<file path="config.mk">
export PLATFORM = sky130hd
export DESIGN_NAME = ctl_status_flags
export DESIGN_NICKNAME = d
export VERILOG_FILES = /design/src/rtl/sr_pkg.sv /design/src/rtl/sr_cmd_decode.sv /design/src/rtl/sr_event_gate.sv /design/src/rtl/sr_run_gate.sv /design/src/rtl/sr_flag_bank.sv /design/src/rtl/sr_read_port.sv /design/src/rtl/ctl_status_flags.sv
export SDC_FILE = /design/constraint.sdc
export NUM_CORES = 1
export LEC_CHECK = 0
export CORE_MARGIN = 1.5
export CORE_UTILIZATION = 50
export CTS_BUF_LIST = sky130_fd_sc_hd__clkbuf_8 sky130_fd_sc_hd__clkbuf_16
export DETAILED_ROUTE_END_ITERATION = 6
export DONT_BUFFER_PORTS = 1
export PLACE_DENSITY = 0.64
export SYNTH_ARGS = -nofsm -noshare
export SYNTH_HDL_FRONTEND = slang
export SYNTH_SLANG_ARGS = --single-unit
</file>
<file path="constraint.sdc">
create_clock -name clk -period 1.5 [get_ports clk]
set_input_delay 0.15 -clock clk [delete_from_list [all_inputs] [get_ports clk]]
set_output_delay 0.15 -clock clk [all_outputs]
set_load 0.05 [all_outputs]
</file>
<file path="src/rtl/sr_pkg.sv">
package sr_pkg;
  localparam int NFLAG  = 8;
  localparam int NHW    = 5;
  localparam int CMD_W  = 16;
  localparam int RD_W   = 32;
  localparam int BUSY_POS = 13;

  // flag indices
  localparam int F_EN  = 0;
  localparam int F_MS  = 1;
  localparam int F_TE  = 2;
  localparam int F_RE  = 3;
  localparam int F_AE  = 4;
  localparam int F_TUE = 5;
  localparam int F_RUE = 6;
  localparam int F_ME  = 7;

  function automatic int clr_pos(input int f);
    case (f)
      F_EN:    return 0;
      F_MS:    return 2;
      F_RUE:   return 4;
      F_ME:    return 6;
      F_TE:    return 8;
      F_RE:    return 9;
      F_AE:    return 10;
      default: return 11;
    endcase
  endfunction

  function automatic int set_pos(input int f);
    case (f)
      F_EN:    return 1;
      F_MS:    return 3;
      F_RUE:   return 5;
      F_ME:    return 7;
      F_TE:    return 12;
      F_RE:    return 13;
      F_AE:    return 14;
      default: return 15;
    endcase
  endfunction

  function automatic int rd_pos(input int f);
    case (f)
      F_EN:    return 0;
      F_MS:    return 1;
      F_TE:    return 8;
      F_RE:    return 9;
      F_AE:    return 10;
      F_TUE:   return 11;
      F_RUE:   return 12;
      default: return 14;
    endcase
  endfunction

  // hardware event source of a flag, -1 when none
  function automatic int hw_src(input int f);
    case (f)
      F_TE:    return 0;
      F_RE:    return 1;
      F_AE:    return 2;
      F_TUE:   return 3;
      F_RUE:   return 4;
      default: return -1;
    endcase
  endfunction

  function automatic bit is_err(input int f);
    return (f >= F_TE);
  endfunction

  // event beats software; set and clear together hold
  function automatic logic flag_next(input logic q, input logic set,
                                     input logic clr, input logic ev);
    if (ev)               return 1'b1;
    else if (set && !clr) return 1'b1;
    else if (clr && !set) return 1'b0;
    else                  return q;
  endfunction
endpackage

</file>
<file path="src/rtl/sr_cmd_decode.sv">
module sr_cmd_decode
  import sr_pkg::*;
#(
  parameter int N_FLAGS = NFLAG,
  parameter int W_CMD   = CMD_W
) (
  input  logic               wr_stb,
  input  logic [W_CMD-1:0]   wr_data,
  output logic [N_FLAGS-1:0] set_v,
  output logic [N_FLAGS-1:0] clr_v
);
  for (genvar f = 0; f < N_FLAGS; f++) begin : g_dec
    assign set_v[f] = wr_stb & wr_data[set_pos(f)];
    assign clr_v[f] = wr_stb & wr_data[clr_pos(f)];
  end
endmodule

</file>
<file path="src/rtl/sr_event_gate.sv">
module sr_event_gate
  import sr_pkg::*;
#(
  parameter int N_FLAGS = NFLAG,
  parameter int N_HW    = NHW
) (
  input  logic [N_HW-1:0]    hw_err,
  input  logic [N_HW-1:0]    chk_en,
  output logic [N_FLAGS-1:0] ev_hit
);
  for (genvar f = 0; f < N_FLAGS; f++) begin : g_ev
    if (hw_src(f) >= 0) begin : g_src
      assign ev_hit[f] = hw_err[hw_src(f)] & chk_en[hw_src(f)];
    end else begin : g_none
      assign ev_hit[f] = 1'b0;
    end
  end
endmodule

</file>
<file path="src/rtl/sr_run_gate.sv">
module sr_run_gate (
  input  logic clk,
  input  logic rst_n,
  input  logic set_i,
  input  logic clr_i,
  input  logic ev_i,
  input  logic busy,
  output logic q,
  output logic pend_o
);
  logic set_only, clr_only, clr_go;

  assign set_only = (set_i | ev_i) & ~clr_i;
  assign clr_only = clr_i & ~set_i & ~ev_i;
  assign clr_go   = (clr_only | pend_o) & ~busy;

  always_ff @(posedge clk or negedge rst_n) begin
    if (!rst_n) begin
      q      <= 1'b0;
      pend_o <= 1'b0;
    end else begin
      if (set_only)    q <= 1'b1;
      else if (clr_go) q <= 1'b0;

      if (set_only)                   pend_o <= 1'b0;
      else if (clr_only && busy && q) pend_o <= 1'b1;
      else if (!busy)                 pend_o <= 1'b0;
    end
  end

  // run enable cannot drop across an edge where busy is high
  a_r7_hold_while_busy: assert property (@(posedge clk) disable iff (!rst_n)
    (q && busy) |=> q);
  // a pending clear only exists while enable is set
  a_r7_pending_needs_en: assert property (@(posedge clk) disable iff (!rst_n)
    pend_o |-> q);
  // pending clear is applied once busy is low
  a_r7_pending_applies: assert property (@(posedge clk) disable iff (!rst_n)
    (pend_o && !busy && !set_i && !ev_i) |=> !q);
endmodule

</file>
<file path="src/rtl/sr_flag_bank.sv">
module sr_flag_bank
  import sr_pkg::*;
#(
  parameter int N_FLAGS = NFLAG
) (
  input  logic               clk,
  input  logic               rst_n,
  input  logic [N_FLAGS-1:0] set_v,
  input  logic [N_FLAGS-1:0] clr_v,
  input  logic [N_FLAGS-1:0] ev_hit,
  input  logic               busy,
  output logic [N_FLAGS-1:0] q,
  output logic               en_pend
);
  for (genvar f = 0; f < N_FLAGS; f++) begin : g_flag
    if (f == F_EN) begin : g_run
      sr_run_gate u_gate (
        .clk    (clk),
        .rst_n  (rst_n),
        .set_i  (set_v[f]),
        .clr_i  (clr_v[f]),
        .ev_i   (ev_hit[f]),
        .busy   (busy),
        .q      (q[f]),
        .pend_o (en_pend)
      );
    end else begin : g_plain
      always_ff @(posedge clk or negedge rst_n) begin
        if (!rst_n) q[f] <= 1'b0;
        else        q[f] <= flag_next(q[f], set_v[f], clr_v[f], ev_hit[f]);
      end

      // an enabled event always leaves the flag set
      a_r6_event_sets: assert property (@(posedge clk) disable iff (!rst_n)
        ev_hit[f] |=> q[f]);
      // simultaneous set and clear keep the old value
      a_r8_both_hold: assert property (@(posedge clk) disable iff (!rst_n)
        (set_v[f] && clr_v[f] && !ev_hit[f]) |=> $stable(q[f]));
      // a lone clear drops the flag
      a_r3_clear_drops: assert property (@(posedge clk) disable iff (!rst_n)
        (clr_v[f] && !set_v[f] && !ev_hit[f]) |=> !q[f]);
      // a lone set raises the flag
      a_r2_set_raises: assert property (@(posedge clk) disable iff (!rst_n)
        (set_v[f] && !clr_v[f]) |=> q[f]);
    end
  end
endmodule

</file>
<file path="src/rtl/sr_read_port.sv">
module sr_read_port
  import sr_pkg::*;
#(
  parameter int N_FLAGS = NFLAG,
  parameter int W_RD    = RD_W
) (
  input  logic               clk,
  input  logic               rst_n,
  input  logic               rd_stb,
  input  logic [N_FLAGS-1:0] flags,
  input  logic               busy,
  output logic [W_RD-1:0]    rd_data
);
  logic [W_RD-1:0] image;

  always_comb begin
    image = '0;
    for (int f = 0; f < N_FLAGS; f++) image[rd_pos(f)] = flags[f];
    image[BUSY_POS] = busy;
  end

  always_ff @(posedge clk or negedge rst_n) begin
    if (!rst_n)      rd_data <= '0;
    else if (rd_stb) rd_data <= image;
  end

  // read data moves only on a read strobe
  a_r5_hold_without_strobe: assert property (@(posedge clk) disable iff (!rst_n)
    !rd_stb |=> $stable(rd_data));
endmodule

</file>
<file path="src/rtl/ctl_status_flags.sv">
module ctl_status_flags
  import sr_pkg::*;
#(
  parameter int N_FLAGS = NFLAG,
  parameter int N_HW    = NHW,
  parameter int W_CMD   = CMD_W,
  parameter int W_RD    = RD_W
) (
  input  logic              clk,
  input  logic              rst_n,
  input  logic              wr_stb,
  input  logic [W_CMD-1:0]  wr_data,
  input  logic              rd_stb,
  output logic [W_RD-1:0]   rd_data,
  input  logic              busy,
  input  logic [N_HW-1:0]   hw_err,
  input  logic [N_HW-1:0]   chk_en,
  input  logic              irq_en,
  output logic              err_irq,
  output logic              run_mode
);
  localparam logic [N_FLAGS-1:0] ERR_MASK = err_mask_f();

  function automatic logic [N_FLAGS-1:0] err_mask_f();
    logic [N_FLAGS-1:0] m;
    m = '0;
    for (int f = 0; f < N_FLAGS; f++) m[f] = is_err(f);
    return m;
  endfunction

  logic [N_FLAGS-1:0] set_v, clr_v, ev_hit, flags;
  logic               en_pend;
  logic               any_err;

  sr_cmd_decode #(.N_FLAGS(N_FLAGS), .W_CMD(W_CMD)) u_dec (
    .wr_stb (wr_stb),
    .wr_data(wr_data),
    .set_v  (set_v),
    .clr_v  (clr_v)
  );

  sr_event_gate #(.N_FLAGS(N_FLAGS), .N_HW(N_HW)) u_evg (
    .hw_err (hw_err),
    .chk_en (chk_en),
    .ev_hit (ev_hit)
  );

  sr_flag_bank #(.N_FLAGS(N_FLAGS)) u_bank (
    .clk    (clk),
    .rst_n  (rst_n),
    .set_v  (set_v),
    .clr_v  (clr_v),
    .ev_hit (ev_hit),
    .busy   (busy),
    .q      (flags),
    .en_pend(en_pend)
  );

  sr_read_port #(.N_FLAGS(N_FLAGS), .W_RD(W_RD)) u_rd (
    .clk    (clk),
    .rst_n  (rst_n),
    .rd_stb (rd_stb),
    .flags  (flags),
    .busy   (busy),
    .rd_data(rd_data)
  );

  assign any_err  = |(flags & ERR_MASK);
  assign err_irq  = irq_en & any_err;
  assign run_mode = flags[F_EN];

  // mode error alone reaches the interrupt when enabled
  a_r10_mode_err_irq: assert property (@(posedge clk) disable iff (!rst_n)
    (irq_en && flags[F_ME]) |-> err_irq);
  // no request without the enable
  a_r10_gated: assert property (@(posedge clk) disable iff (!rst_n)
    !irq_en |-> !err_irq);
  // the all-errors clear command empties the error group
  a_r4_clear_all: assert property (@(posedge clk) disable iff (!rst_n)
    (wr_stb && wr_data == 16'h0F50 && ev_hit == '0) |=> ((flags & ERR_MASK) == '0));
endmodule

</file>
After elaboration in Yosys (flattened, before gate mapping)
Cells that the tools add are included.
{ "word_totals": {"register_bits": 18, "input_bits": 32, "output_inout_bits": 34, "wordCells": 103} }
{ "classes": {"n_eq_ne": 1, "n_mux": 24, "bitwise": 29, "reduce_logical": 39} }
{ "ops": {"columns": ["op", "count"], "rows": [
  ["bitwise AND 1 bit", 25],
  ["two-way mux 1 bit", 24],
  ["logical AND 1 bit", 16],
  ["nonzero test 3 bit", 5],
  ["zero test 1 bit", 14],
  ["nonzero test 2 bit", 3],
  ["OR reduction 6 bit", 1],
  ["!= test 3 x 1 -> 1 bit, second input constant", 1],
  ["inverter 1 bit", 3],
  ["OR 1 bit", 1]
]} }

Logic depth before layout (Yosys ltp)
{ "logic_depth": {"depth_word": 7, "mapped_depth": 6, "ltp_nobuf": 4} }

By module
Synthesis repeated with hierarchy kept, for this count alone.
{ "hier_totals": {"hier_cells": 116, "area_unflattened_um2": 1183.6} }
{ "by_module_without_submodules": {"columns": ["module", "n_inst", "cells_each", "area_per_inst_um2", "seq_area_each_um2"], "rows": [
  ["sr_read_port", 1, 43, 548.0, 225.2],
  ["sr_flag_bank", 1, 35, 332.8, 175.2],
  ["sr_cmd_decode", 1, 17, 126.4, 0.0],
  ["sr_run_gate", 1, 10, 102.6, 50.0],
  ["sr_event_gate", 1, 9, 57.6, 0.0],
  ["ctl_status_flags", 1, 2, 16.3, 0.0]
]} }

Worst setup path before layout
No wires, ideal clock.
{ "synth_timing": {"kind": "register to output", "start": "register u_bank.q[3]", "end": "output err_irq", "t_arrival_ps": 1287, "required_time_ps": 1350, "path_slack_ps": 63, "path_stages_with_launch": 3, "path_buffers": 0, "path_cell_list": "dfrtp_1 or4_1 o31a_1"} }
{ "synth_via": {"elab_chain_len": 2} }
{ "synth_rtl": {"columns": ["element", "line_no", "rtl"], "rows": [
  ["start: declaration", "sr_flag_bank.sv:12", "output logic [N_FLAGS-1:0] q,"],
  ["start signal: indexed assignment", "sr_flag_bank.sv:30", "else q[f] <= flag_next(q[f], set_v[f], clr_v[f], ev_hit[f]);"],
  ["OR reduction 6 bit", "ctl_status_flags.sv:68", "assign any_err = |(flags & ERR_MASK);"],
  ["bitwise AND 1 bit", "ctl_status_flags.sv:69", "assign err_irq = irq_en & any_err;"],
  ["end: declaration", "ctl_status_flags.sv:19", "output logic err_irq,"]
]} }
Every way passes these cells.

Final worst setup path
{ "layout_timing": {"start": "register u_bank.q[5]", "end": "output err_irq"} }
The elaborated chain is that of the path after synthesis.

==> flow_metrics.py <==
metrics = {
    "timing": {
        "worst_slack_ns": -0.177,
        "timing.fmax_ghz": 0.596,
        "drv_slew": 0,
        "rsz0062_at_grt": "yes",
        "finalCritPeriodShare_pct": 112,
        "skew_ns": 0.00134,
        "max_slew_margin_pct": 48.8,
        "finalHoldViolations": 0,
        "setup-violations-final": 1,
        "post-route-min-period_ns": 1.68,
        "tightest_slew_ns": 0.766,
    },
    "run": {
        "cap_violations": 0,
    },
    "synthesis": {
        "ys_seq_elements": 18,
        "yosysWarningCount": 0,
        "synth_top_area_share_pct": 41.9,
        "synth_area_leaders": "dfrtp_1, buf_4, mux2_2, ha_1, and2_1",
        "syn_area_per_cell_um2": 10.9,
        "netlist_instances": 99,
        "ys_types": 18,
        "yosys.area.top_type": "dfrtp_1",
        "syn_area_um2": 1080,
        "yosysSeqAreaShare_pct": 41.9,
    },
    "power": {
        "ir_drop_mv": 0.612,
        "powerDensity_nw_per_um2": 1250,
        "leakage_nw": 0.562,
    },
    "setup_path": {
        "r2r-end": "u_bank.q[5]",
        "r2r_start": "u_bank.q[5]",
        "worstPathMaxFanout": 2,
        "required_ns": 1.35,
        "worstSetupPathType": "reg2out",
        "rrSetupSlack_ns": 0.35,
        "reg2regPathDepth": 4,
        "endpoint_kind": "output pin",
        "critical_path_arrival_ns": 1.53,
        "startpoint_type": "register",
    },
    "min_path": {
        "hold_class": "in2reg",
        "hold_start": "busy",
        "holdPathEnd": "u_bank.g_flag[0].g_run.u_gate.pend_o",
        "worstHoldPathCells": 1,
    },
    "clock_network": {
        "cts-root-buf": "clkbuf_8",
        "cts_buffer_depth": 2,
        "cts_sinks": 18,
        "htree_levels": 1,
        "clk_pin_slew_ns": 0.06,
        "cts_tree": "yes",
        "cts_buffers": 3,
        "clk_latency_ns": 0.24,
    },
    "place": {
        "dp_hpwl_um": 1320,
        "placed_cell_area_um2": 1100,
        "port_buffers": 0,
        "place_congestion": 0.609,
        "dp_slack_ns": -0.00686,
    },
    "die": {
        "die_w_um": 49.4,
        "dieHeight_um": 49.4,
        "die_area_um2": 2440,
        "core-area_um2": 2000,
        "io_pins": 66,
        "start_util_pct": 53.8,
        "rows": 16,
    },
    "finish": {
        "synthToLayoutAreaGrowth_pct": 9.30,
        "antennaDiodeCount": 0,
        "nNetsFinal": 154,
        "final_cell_area_um2": 1180,
        "final_layout_size_suffix_gt1_share_pct": 27.4,
    },
    "route": {
        "totalWireLength_um": 1660,
        "drt_iter0_markers": 4,
        "antenna_left": 0,
        "vias": 678,
        "routedWlPerCell_um": 11.8,
        "drt_first_pass_iters": 2,
        "vias_per_cell": 4.84,
        "drc_errors": 0,
    },
    "grt": {
        "grt_util_all_layers_pct": 15.2,
        "grt_max_degree": 19,
        "grt_pass1_vias": 663,
        "grt-ovfl-total": 0,
        "grt_pass1_wl_um": 2840,
        "antenna_found_initial": 0,
    },
    "run_status": {
        "violations": "setup timing",
        "status": "finished with violations",
    },
}
-- worst max-delay path, cell delays in order (launching register included) --
cell and delay [ns]:
dfrtp_1 0.38, or4_4 0.54, o31a_4 0.37
-- placed cells by master (no fill, tap or decap) --
cell type      netlist  layout
and2_1               7       7
a21oi_1              1       1
o31a_4               0       1
a221o_2              1       1
conb_1               1      23
mux2_2              11      11
or4_4                0       1
dlygate4sd3_1        0       1
o21ai_0              3       3
dfrtp_1             18      18
a221o_1              4       4
buf_4               23      14
nor2b_1              7       7
a21boi_0             1       1
clkbuf_8             0       3
ha_1                 7       7
nand2_1              9       9
nand4b_1             1       1
-- final cells by class --
cell class                 instances  area, um2
sequential                        18        450
clock buffer                       3       41.3
multi-input combinational         77        536
fill                             176        826
tap                               27       33.8
timing repair buffer              15        115
-- what timing repair did --
action | 4_1_cts | 5_1_grt
gates cloned | 0 | 0
endpoints found under the hold margin | 18 | 0
gates resized for setup | 3 | 0
pin swaps | 2 | 1
setup endpoints to repair | 1 | 1
buffers inserted | 1 | 1
hold buffers | 1 | 0
-- logic make-up after synthesis --
kind of cell	share of synthesized area (%)
other	0.349
DFF	41.9
buffers and inverters	17.2
adders and majority gates	8.14
AOI/OAI and AO/OA	8.14
and+or+nand+nor	12.8
muxes	11.5
-- worst max path at each step --
stage | from | to | slack (ns) | cells past startpoint
finish | u_bank.q[5] | err_irq | -0.18 | 2
global route | u_bank.q[5] | err_irq | -0.21 | 2
floorplan | u_bank.q[3] | err_irq | 0.06 | 2
CTS | u_bank.q[5] | err_irq | -0.23 | 2
detailed placement | u_bank.q[3] | err_irq | -0.007 | 2
global placement | u_bank.q[3] | err_irq | 0.009 | 2
-- sequential cells by signal, indices dropped and copies added, names as in the netlist --
| register | cells |
|---|---|
| u_bank.g_flag.g_run.u_gate.q | 1 |
| u_rd.rd_data | 9 |
| u_bank.q | 7 |
| u_bank.g_flag.g_run.u_gate.pend_o | 1 |
-- power by group --
| group | internal [mW] | switching [mW] |
|---|---|---|
| Combinational | 0.171 | 0.375 |
| Sequential | 0.562 | 0.0485 |
| Clock | 0.177 | 0.133 |
-- per-stage QoR --
stage / setup TNS [ns] / power, mW / std cells / util [%] / hold slack, ns
2_1_floorplan: 0 / 1.07 / 121 / - / -0.146
4_1_cts: -0.233 / 1.47 / 139 / 58.4 / 0.0504
3_3_place_gp: 0 / 1.13 / 134 / 54.8 / -0.145
5_1_grt: -0.210 / 1.55 / 140 / 58.8 / 0.0363
6_report: -0.177 / 1.47 / 140 / 58.8 / 0.0516
3_5_place_dp: -0.00686 / 1.14 / 134 / 54.8 / -0.145
-- cell usage after synthesis --
| cell | instances |
|---|---|
| dfrtp_1 | 18 |
| a221o_2 | 1 |
| nor2b_1 | 7 |
| and2_1 | 7 |
| nand2_1 | 9 |
| conb_1 | 1 |
| buf_4 | 23 |
| clkbuf_1 | 2 |
| ha_1 | 7 |
| a21oi_1 | 1 |
| buf_2 | 1 |
| o31a_1 | 1 |
| nand4b_1 | 1 |
| a21boi_0 | 1 |
| mux2_2 | 11 |
| a221o_1 | 4 |
| or4_1 | 1 |
| o21ai_0 | 3 |
-- layer usage --
layer / vias to the layer above / share of wire, % / global-route usage, % / wire length, um
li1: 324 / - / - / -
met1: 309 / 43 / 19.6 / 707
met2: 43 / 48 / 24.5 / 795
met4: 0 / 1.0 / 6.94 / 17
met5: - / 0 / 0 / 0
met3: 2 / 8.3 / 3.07 / 138
No activity file was read; power rests on OpenSTA's default activity.
